<file path="config.mk">
export PLATFORM = sky130hd
export DESIGN_NAME = tx_sig_inserter
export DESIGN_NICKNAME = d
export VERILOG_FILES = /design/src/rtl/tsi_pkg.sv /design/src/rtl/tsi_bank.sv /design/src/rtl/tsi_insert.sv /design/src/rtl/tx_sig_inserter.sv
export SDC_FILE = /design/constraint.sdc
export NUM_CORES = 1
export LEC_CHECK = 0
export ABC_AREA = 1
export CAP_MARGIN = 20
export CORE_MARGIN = 2
export CORE_UTILIZATION = 48
export CTS_CLUSTER_DIAMETER = 60
export CTS_CLUSTER_SIZE = 28
export DETAILED_ROUTE_END_ITERATION = 10
export PLACE_DENSITY = 0.8
export SLEW_MARGIN = 40
export SYNTH_ARGS = -nofsm -noshare
export SYNTH_HDL_FRONTEND = slang
export SYNTH_SLANG_ARGS = --single-unit
export TNS_END_PERCENT = 5
</file>
<file path="constraint.sdc">
create_clock -name clk -period 2.7 [get_ports clk]
set_clock_uncertainty 0.2 [all_clocks]
set_input_delay 0.54 -clock clk [delete_from_list [all_inputs] [get_ports clk]]
set_output_delay 0.54 -clock clk [all_outputs]
set_load 0.01 [all_outputs]
</file>
<file path="src/rtl/tsi_pkg.sv">
package tsi_pkg;
  typedef enum logic [1:0] {
    MODE_ESF = 2'b00,
    MODE_D4  = 2'b01,
    MODE_E1  = 2'b10,
    MODE_OFF = 2'b11
  } sig_mode_e;
endpackage

</file>
<file path="src/rtl/tsi_bank.sv">
// Host register bank, boundary-loaded shadow and sticky multiframe flag.
module tsi_bank #(
  parameter int NREG = 16,
  localparam int RW = $clog2(NREG)
) (
  input  logic              clk,
  input  logic              rst,
  input  logic              wr_en,
  input  logic [RW-1:0]     wr_addr,
  input  logic [7:0]        wr_data,
  input  logic              mf_bnd,
  input  logic              stat_rd,
  output logic [NREG*8-1:0] shadow_flat,
  output logic              stat_mf
);
  logic [7:0] bank [NREG];

  always_ff @(posedge clk) begin
    if (rst) begin
      for (int i = 0; i < NREG; i++) bank[i] <= '0;
    end else if (wr_en) begin
      bank[wr_addr] <= wr_data;
    end
  end

  // The whole bank is copied in one edge, so it is read in parallel.
  always_ff @(posedge clk) begin
    if (rst) begin
      shadow_flat <= '0;
    end else if (mf_bnd) begin
      for (int i = 0; i < NREG; i++) shadow_flat[i*8 +: 8] <= bank[i];
    end
  end

  always_ff @(posedge clk) begin
    if (rst)          stat_mf <= 1'b0;
    else if (mf_bnd)  stat_mf <= 1'b1;
    else if (stat_rd) stat_mf <= 1'b0;
  end

  p_shadow_hold_r3: assert property (@(posedge clk) disable iff (rst)
    !mf_bnd |=> $stable(shadow_flat));
  p_flag_set_r4: assert property (@(posedge clk) disable iff (rst)
    mf_bnd |=> stat_mf);
  p_flag_clr_r4: assert property (@(posedge clk) disable iff (rst)
    (stat_rd && !mf_bnd) |=> !stat_mf);
endmodule

</file>
<file path="src/rtl/tsi_insert.sv">
// Source selection and bit insertion, registered output.
module tsi_insert
  import tsi_pkg::*;
#(
  parameter int NSLOT = 32,
  parameter int T1_CH = 24,
  localparam int SW   = $clog2(NSLOT),
  localparam int NREG = NSLOT / 2
) (
  input  logic              clk,
  input  logic              rst,
  input  sig_mode_e         mode,
  input  logic              in_vld,
  input  logic [SW-1:0]     slot,
  input  logic [4:0]        frame,
  input  logic [7:0]        in_data,
  input  logic [7:0]        sig_in,
  input  logic [NSLOT-1:0]  hw_mask,
  input  logic [NSLOT-1:0]  sw_mask,
  input  logic [NREG*8-1:0] shadow_flat,
  output logic              out_vld,
  output logic [7:0]        out_data
);
  localparam logic [SW-1:0] E1_SIG_SLOT = SW'(NSLOT / 2);

  logic [7:0] sh [NREG];
  for (genvar g = 0; g < NREG; g++) begin : g_unflat
    assign sh[g] = shadow_flat[g*8 +: 8];
  end

  logic         rob_hit;
  logic [1:0]   rob_k;
  logic [7:0]   t1_reg, e1_reg;
  logic [3:0]   t1_nib;
  logic [SW-1:0] up_ch, lo_ch;
  logic [7:0]   nxt;

  // Which robbed-bit frame, and which of A..D it carries.
  always_comb begin
    rob_hit = 1'b0;
    rob_k   = 2'd0;
    unique case (frame)
      5'd5:  begin rob_hit = 1'b1; rob_k = 2'd0; end
      5'd11: begin rob_hit = 1'b1; rob_k = 2'd1; end
      5'd17: begin rob_hit = (mode == MODE_ESF); rob_k = 2'd2; end
      5'd23: begin rob_hit = (mode == MODE_ESF); rob_k = 2'd3; end
      default: ;
    endcase
  end

  assign t1_reg = sh[slot[SW-1:1]];
  assign t1_nib = hw_mask[slot] ? sig_in[3:0]
                : (slot[0] ? t1_reg[3:0] : t1_reg[7:4]);
  assign e1_reg = sh[frame[SW-2:0]];
  assign up_ch  = {1'b0, frame[SW-2:0]};
  assign lo_ch  = {1'b1, frame[SW-2:0]};

  always_comb begin
    nxt = in_data;
    unique case (mode)
      MODE_ESF, MODE_D4: begin
        if (slot < SW'(T1_CH) && rob_hit && (hw_mask[slot] || sw_mask[slot]))
          nxt[0] = t1_nib[2'd3 - rob_k];
      end
      MODE_E1: begin
        if (slot == E1_SIG_SLOT) begin
          if (frame == 5'd0) begin
            nxt[7:4] = 4'b0000;
          end else if (frame < 5'(NREG)) begin
            if (hw_mask[up_ch])      nxt[7:4] = sig_in[7:4];
            else if (sw_mask[up_ch]) nxt[7:4] = e1_reg[7:4];
            if (hw_mask[lo_ch])      nxt[3:0] = sig_in[3:0];
            else if (sw_mask[lo_ch]) nxt[3:0] = e1_reg[3:0];
          end
        end
      end
      default: ;
    endcase
  end

  always_ff @(posedge clk) begin
    if (rst) begin
      out_vld  <= 1'b0;
      out_data <= '0;
    end else begin
      out_vld <= in_vld;
      if (in_vld) out_data <= nxt;
    end
  end

  p_vld_follow_r2: assert property (@(posedge clk) disable iff (rst)
    in_vld |=> out_vld);
  p_vld_idle_r2: assert property (@(posedge clk) disable iff (rst)
    !in_vld |=> !out_vld);
  p_off_pass_r12: assert property (@(posedge clk) disable iff (rst)
    (in_vld && mode == MODE_OFF) |=> out_data == $past(in_data));
  p_t1_upper_r6: assert property (@(posedge clk) disable iff (rst)
    (in_vld && mode != MODE_E1) |=> out_data[7:1] == $past(in_data[7:1]));
  p_e1_other_r11: assert property (@(posedge clk) disable iff (rst)
    (in_vld && mode == MODE_E1 && slot != E1_SIG_SLOT) |=> out_data == $past(in_data));
  p_e1_align_r8: assert property (@(posedge clk) disable iff (rst)
    (in_vld && mode == MODE_E1 && slot == E1_SIG_SLOT && frame == 5'd0)
      |=> out_data[7:4] == 4'b0000);
endmodule

</file>
<file path="src/rtl/tx_sig_inserter.sv">
module tx_sig_inserter
  import tsi_pkg::*;
#(
  parameter int NSLOT = 32,
  parameter int T1_CH = 24,
  localparam int SW   = $clog2(NSLOT),
  localparam int NREG = NSLOT / 2,
  localparam int RW   = $clog2(NREG)
) (
  input  logic             clk,
  input  logic             rst,
  input  logic [1:0]       mode,
  input  logic             in_vld,
  input  logic [SW-1:0]    slot_idx,
  input  logic [4:0]       frame_idx,
  input  logic [7:0]       pcm_in,
  input  logic [7:0]       sig_in,
  input  logic [NSLOT-1:0] sw_mask,
  input  logic [NSLOT-1:0] hw_mask,
  input  logic             wr_en,
  input  logic [RW-1:0]    wr_addr,
  input  logic [7:0]       wr_data,
  input  logic             stat_rd,
  output logic             out_vld,
  output logic [7:0]       pcm_out,
  output logic             stat_mf
);
  logic              mf_bnd;
  logic [NREG*8-1:0] shadow_flat;

  assign mf_bnd = in_vld && (slot_idx == '0) && (frame_idx == 5'd0);

  tsi_bank #(.NREG(NREG)) u_bank (
    .clk(clk), .rst(rst), .wr_en(wr_en), .wr_addr(wr_addr), .wr_data(wr_data),
    .mf_bnd(mf_bnd), .stat_rd(stat_rd), .shadow_flat(shadow_flat), .stat_mf(stat_mf)
  );

  tsi_insert #(.NSLOT(NSLOT), .T1_CH(T1_CH)) u_ins (
    .clk(clk), .rst(rst), .mode(sig_mode_e'(mode)), .in_vld(in_vld),
    .slot(slot_idx), .frame(frame_idx), .in_data(pcm_in), .sig_in(sig_in),
    .hw_mask(hw_mask), .sw_mask(sw_mask), .shadow_flat(shadow_flat),
    .out_vld(out_vld), .out_data(pcm_out)
  );
endmodule

</file>
# ---- Word level (Yosys, flattened, before mapping)
# Memory sizes are Yosys's and may differ from the RTL's. A register that Yosys moved wholly into a read port is not among the register bits.
# Cells that the tools add are included.
dict set report totals {
  ramBits 128
  elab_cells 80
  ff_bits 10
  memories 1
}
# memory depth width rd rd_clocked_by_memory_dff write_ports line
set memory_table {}
lappend memory_table {u_bank.bank 16 8 16 16 16 tsi_bank.sv:16} ;# logic [7:0] bank [NREG];
dict set report op_classes {
  bitwise 2
  n_eq_ne 7
  n_addsub 1
  n_reduce_logical 13
  n_mux 45
  order_cmp 8
}
# cell count
set op_table {}
lappend op_table {{$bmux W8 S4} 2}
lappend op_table {{$mux W8} 7}
lappend op_table {{$mux W4} 9}
lappend op_table {{$bmux W1 S4} 4}
lappend op_table {{$mux W1} 16}
lappend op_table {{$eq A5 B5 Y1 const B} 3}
lappend op_table {{$lt A5 B6 Y1 const B} 2}
lappend op_table {{$bmux W1 S5} 2}
lappend op_table {{$ge A5 B5 Y1 const B} 2}
lappend op_table {{$logic_not A5 Y1} 2}
lappend op_table {{$lt A5 B5 Y1 const B} 2}
lappend op_table {{$not A4 Y5} 2}
lappend op_table {{$reduce_or A8 Y1} 1}
lappend op_table {{$mux W7} 1}
lappend op_table {{$lt A4 B6 Y1 const B} 1}
lappend op_table {{$pmux W2 S3} 1}
lappend op_table {{$reduce_or A2 Y1} 3}
lappend op_table {{$eq A5 B3 Y1 const B} 1}
lappend op_table {{$eq A5 B4 Y1 const B} 1}
lappend op_table {{$logic_and A1 B1 Y1} 4}
lappend op_table {{$pmux W1 S2} 2}
lappend op_table {{$lt A2 B3 Y1 const B} 1}
lappend op_table {{$bmux W1 S2} 1}
lappend op_table {{$eq A2 B1 Y1 const B} 1}
lappend op_table {{other kinds (5)} 5}

# ---- Logic depth before layout (Yosys ltp)
dict set report logic_depth {
  ltp_word 10
  depth_mapped 19
  depth_no_buf 17
}

# ---- By module
# Synthesis repeated with hierarchy kept, for this count alone.
dict set report unflattened {
  hier_cells 1792
  area_unflattened_um2 13605.5
}
# module area_per_inst_um2 seq_area_each_um2 n_inst cells_each
set by_module_without_submodules {}
lappend by_module_without_submodules {tsi_bank 9282.7 6426.2 1 882}
lappend by_module_without_submodules {tsi_insert 4252.8 180.2 1 892}
lappend by_module_without_submodules {tx_sig_inserter 70.1 0.0 1 18}

# ---- Least setup slack after synthesis
# No wires, ideal clock.
dict set report synth_timing {
  path_kind {input -> register}
  start {input port slot_idx[0]}
  end {register u_bank.shadow_flat[19], read port of u_bank.bank}
  setup_ns 0.116
  arrival_time_ns 1.886
  cell_stages 11
  n_path_buf 5
  slack_ns 0.498
  t_required_ns 2.384
  path_cell_list {buf_4 -> buf_6 -> nor3_2 -> inv_1 -> nor3_2 -> nand2_1 -> buf_2 -> buf_6 -> buf_2 -> o21ai_0 -> nor2_1}
}
dict set report synth_via {
  elab_chain_cells 3
}
# item line
set synth_rtl {}
lappend synth_rtl {{from (decl)} tx_sig_inserter.sv:14} ;# input logic [SW-1:0] slot_idx,
lappend synth_rtl {{$logic_not A5 Y1} tx_sig_inserter.sv:31} ;# assign mf_bnd = in_vld && (slot_idx == '0) && (frame_idx == 5'd0);
lappend synth_rtl {{$logic_and A1 B1 Y1 (2 in a row)} tx_sig_inserter.sv:31}
lappend synth_rtl {{to (decl)} tsi_bank.sv:13} ;# output logic [NREG*8-1:0] shadow_flat,
# No other way between the ends.
# A chain may end at the register's enable or synchronous reset.

# ---- Worst setup path after layout
dict set report layout_timing {
  start {input port frame_idx[1]}
  end {register u_ins.out_data[5]}
}
dict set report layout_via {
  elab_chain_cells 10
}
# item line
set layout_rtl {}
lappend layout_rtl {{from (decl)} tx_sig_inserter.sv:15} ;# input logic [4:0] frame_idx,
lappend layout_rtl {{$not A4 Y5 (not written as such)} tsi_insert.sv:54} ;# assign e1_reg = sh[frame[SW-2:0]];
lappend layout_rtl {{$bmux W8 S4} tsi_insert.sv:54}
lappend layout_rtl {{$mux W8 (not written as such) (2 in a row)} tsi_insert.sv:54}
lappend layout_rtl {{$mux W4} tsi_insert.sv:71} ;# else if (sw_mask[up_ch]) nxt[7:4] = e1_reg[7:4];
lappend layout_rtl {{$mux W4} tsi_insert.sv:70} ;# if (hw_mask[up_ch]) nxt[7:4] = sig_in[7:4];
lappend layout_rtl {{$mux W8} tsi_insert.sv:69} ;# end else if (frame < 5'(NREG)) begin
lappend layout_rtl {{$mux W4 *} tsi_insert.sv:67} ;# if (frame == 5'd0) begin
lappend layout_rtl {{$mux W8 *} tsi_insert.sv:66} ;# if (slot == E1_SIG_SLOT) begin
lappend layout_rtl {{$mux W7 *} tsi_insert.sv:60} ;# unique case (mode)
lappend layout_rtl {{to (signal assigned)} tsi_insert.sv:87} ;# if (in_vld) out_data <= nxt;
lappend layout_rtl {{to (decl)} tsi_insert.sv:22} ;# output logic [7:0] out_data
# Mark *: on every way between the ends. The rest lies on a longest branch, timed or not. The select of a mux whose other input is x is not followed.

==> results_dict.tcl <==
set metrics [dict create \
    outcome "completed" \
    finalWorstPathRequiredPeriod_ns 2.47 \
    cts_setup_buffers 0 \
    grt_pass1_wl_mm 65.7 \
    clock_tree.htree_level_count 1 \
    hpwl_mm 30.6 \
    layout-drive-gt1-share 0.108 \
    required_ns 2.93 \
    die_height_um 171 \
    core_region_area_um2 27600 \
    vias_in_the_first_global_route 12155 \
    ctsLongestPathBuffers 3 \
    fmax_ghz 0.405 \
    syn_avg_cell_area_um2 7.65 \
    largest_driver_fanout_on_the_critical_path 11 \
    tightestPinTransition_ns 0.418 \
    rsz0062_at_grt "no" \
    syn-cell-area_um2 13400 \
    leakage_nw 6.46 \
    synthFlopType "sky130_fd_sc_hd__dfxtp_1" \
    worst_setup_hold_path_clk_slew_ns 0.09 \
    synthesis.nets 1856 \
    tritoncts "done" \
    min_path_type "flop to flop" \
    holdCritStartpoint "u_bank.stat_mf" \
    antennaDiodeCount 0 \
    synth_sequential_area_ratio 0.495 \
    wl_per_cell_um 18.8 \
    final_max_slew_viol_count 0 \
    synth_top_cells_by_area "sky130_fd_sc_hd__edfxtp_1 29%, sky130_fd_sc_hd__dfxtp_1 21%, sky130_fd_sc_hd__nor2_1 8.8%" \
    final_design_area_no_fill_um2 16600 \
    vdd.ir_drop.worst_mv 0.396 \
    drt_first_iter_violations 1521 \
    drt_first_pass_iters 8 \
    place_congestion 1.01 \
    floorplan.die_area_um2 29200 \
    finalNetCount 2023 \
    setup_viol 0 \
    yosys.area.top_type "sky130_fd_sc_hd__edfxtp_1" \
    post-place-cells 2270 \
    detail-route-antenna-nets 0 \
    finalHoldViolCount 0 \
    cellPowerDensity_nw_per_um2 541 \
    antenna_found_initial 0 \
    async_flop_share 0 \
    cts-resized-gates 0 \
    grt_use_total 0.290 \
    share_of_the_core_filled_with_cells 0.601 \
    tritoncts_num_sinks 266 \
    cts_buffers 20 \
    clock_latency_ns 0.54 \
    area_delta_synth_final_pct 24.4 \
    setup.worst_path.start_class "primary input" \
    stdcell_count 2306 \
    cp-startpoint "frame_idx[1]" \
    synthesis.instances 1747 \
    route.final.wire_length_mm 43.3 \
    timing.reg2reg.setup_slack_ns 0.83 \
    hold_path_end "u_bank.stat_mf" \
    clockRootBuffer "sky130_fd_sc_hd__clkbuf_16" \
    detail_route.drc_violations 0 \
    pin_count_of_the_biggest_net_entering_global_routing 107 \
    rr_endpoint "u_ins.out_data[0]" \
    crit_arrival_ns 2.70 \
    finalPower_mw 8.99 \
    synth_edf_count 128 \
    routed-via-count 13163 \
    die_width_um 171 \
    number_of_violations_of_the_max_capacitance_limit 0 \
    reg2regPathDepth 14 \
    detail_route.vias_per_cell 5.71 \
    critical_path_class "primary input to flop" \
    worstReg2RegStart "u_bank.shadow_flat[68]" \
    cts.hold.buffers_added 0 \
    overflow_after_grt 0 \
    synth-seq-cells 266 \
    starting_density 0.483 \
    row_count 61 \
    number_of_unique_standard_cell_types_used_by_synthesis 40 \
    fin_crit_sh 0.915 \
    max-slew-margin-rel 0.720 \
    endpoint_kind "flop" \
    port-buffer-count 118 \
    yosysWarningCount 0 \
    dpl_cell_area_um2 15800 \
    whs_path_depth 2 \
    area_share_of_the_largest_cell_type_after_synthesis 0.288 \
    io_pins 119 \
]
critical path, cell delays in order:
cell and delay (ns):
sky130_fd_sc_hd__clkdlybuf4s50_1 0.44, sky130_fd_sc_hd__inv_2 0.25, sky130_fd_sc_hd__buf_4 0.27, sky130_fd_sc_hd__a21oi_1 0.06
sky130_fd_sc_hd__o21ai_0 0.11, sky130_fd_sc_hd__o221ai_1 0.18, sky130_fd_sc_hd__nand2_1 0.09, sky130_fd_sc_hd__nand3_1 0.10
sky130_fd_sc_hd__a21oi_1 0.28, sky130_fd_sc_hd__nand2_1 0.09, sky130_fd_sc_hd__o211ai_1 0.10, sky130_fd_sc_hd__nand2_1 0.07
sky130_fd_sc_hd__nand3_1 0.06, sky130_fd_sc_hd__a21oi_1 0.06
report_power, final:
part / internal [mW] / total (mW) / switching, mW
logic: 0.483 / 1.17 / 0.689
clock network: 1.74 / 3.44 / 1.70
registers: 4.34 / 4.37 / 0.0371
stage by stage:
step | setup slack [ns] | setup TNS [ns] | hold slack, ns
after CTS | 0.264 | 0 | 0.273
after global placement | -0.229 | -17.68 | 0.256
after detailed placement | -0.252 | -22.50 | 0.262
after global routing | 0.0376 | 0 | 0.300
after floorplan | 0.498 | 0 | 0.236
final | 0.229 | 0 | 0.276
cells by family (layout without fill, tap and decap cells):
group,count (synthesis),count (layout),synth area share
flops,266,266,0.495
simple gates,769,769,0.234
buf+inv,269,450,0.0888
compound gates,443,443,0.182
layer usage:
layer  vias up  GRT usage  part of all wire
met4         0      0.135             0.048
met1      6028      0.380              0.40
met5         -          0                 0
li1       6177          -                 -
met3       156     0.0477              0.11
met2       802      0.470              0.45
flip-flops by register name (all words and copies together), names as in the netlist:
signal and count:
u_ins.out_data 8, u_ins.out_vld 1, u_bank.shadow_flat 128, u_bank.stat_mf 1, u_bank.bank 128
synthesized netlist by cell type (7+ instances only):
master	count
sky130_fd_sc_hd__o21ai_1	20
sky130_fd_sc_hd__clkbuf_1	50
sky130_fd_sc_hd__inv_1	141
sky130_fd_sc_hd__buf_4	8
sky130_fd_sc_hd__o211ai_1	22
sky130_fd_sc_hd__buf_2	44
sky130_fd_sc_hd__o21ai_0	203
sky130_fd_sc_hd__nand3_1	137
sky130_fd_sc_hd__buf_6	10
sky130_fd_sc_hd__nor2_1	312
sky130_fd_sc_hd__edfxtp_1	128
sky130_fd_sc_hd__o221ai_1	23
sky130_fd_sc_hd__dfxtp_1	138
sky130_fd_sc_hd__nand2_1	298
sky130_fd_sc_hd__a22o_1	11
sky130_fd_sc_hd__inv_2	7
sky130_fd_sc_hd__a21oi_1	155
final cells by class:
class | count | area, um^2
well taps | 378 | 473
flip-flops and latches | 266 | 6610
clock buffers | 21 | 514
repair buffers | 263 | 2610
multi-input cells | 1212 | 5570
clock inverters | 15 | 267
fillers | 2395 | 11000
inverters | 151 | 571
worst max-delay path by stage:
| stage | to | cells past startpoint |
|---|---|---|
| 6_report | u_ins.out_data[5] | 14 |
| 4_1_cts | u_bank.shadow_flat[62] | 11 |
| 3_3_place_gp | u_ins.out_data[0] | 14 |
| 2_1_floorplan | u_bank.shadow_flat[19] | 11 |
| 5_1_grt | u_bank.shadow_flat[62] | 11 |
| 3_5_place_dp | u_bank.shadow_flat[62] | 11 |
layout by cell type, fill, tap and decap left out, types with 3 or more instances in the layout:
cell	Yosys	final
sky130_fd_sc_hd__nor2_1	312	312
sky130_fd_sc_hd__nand2_1	298	297
sky130_fd_sc_hd__o21ai_0	203	203
sky130_fd_sc_hd__a21oi_1	155	155
sky130_fd_sc_hd__inv_1	141	140
sky130_fd_sc_hd__dfxtp_1	138	138
sky130_fd_sc_hd__nand3_1	137	137
sky130_fd_sc_hd__edfxtp_1	128	128
sky130_fd_sc_hd__buf_4	8	117
sky130_fd_sc_hd__clkdlybuf4s50_1	0	116
sky130_fd_sc_hd__buf_12	0	28
sky130_fd_sc_hd__o221ai_1	23	23
sky130_fd_sc_hd__o211ai_1	22	22
sky130_fd_sc_hd__o21ai_1	20	20
sky130_fd_sc_hd__clkbuf_16	0	20
sky130_fd_sc_hd__a22o_1	11	11
sky130_fd_sc_hd__inv_2	7	8
sky130_fd_sc_hd__nor3_1	6	6
sky130_fd_sc_hd__inv_16	0	4
sky130_fd_sc_hd__or2_2	3	3
sky130_fd_sc_hd__nand4_1	3	3
sky130_fd_sc_hd__clkinv_8	0	3
sky130_fd_sc_hd__inv_8	0	3
(Power assumes the default switching activity.)
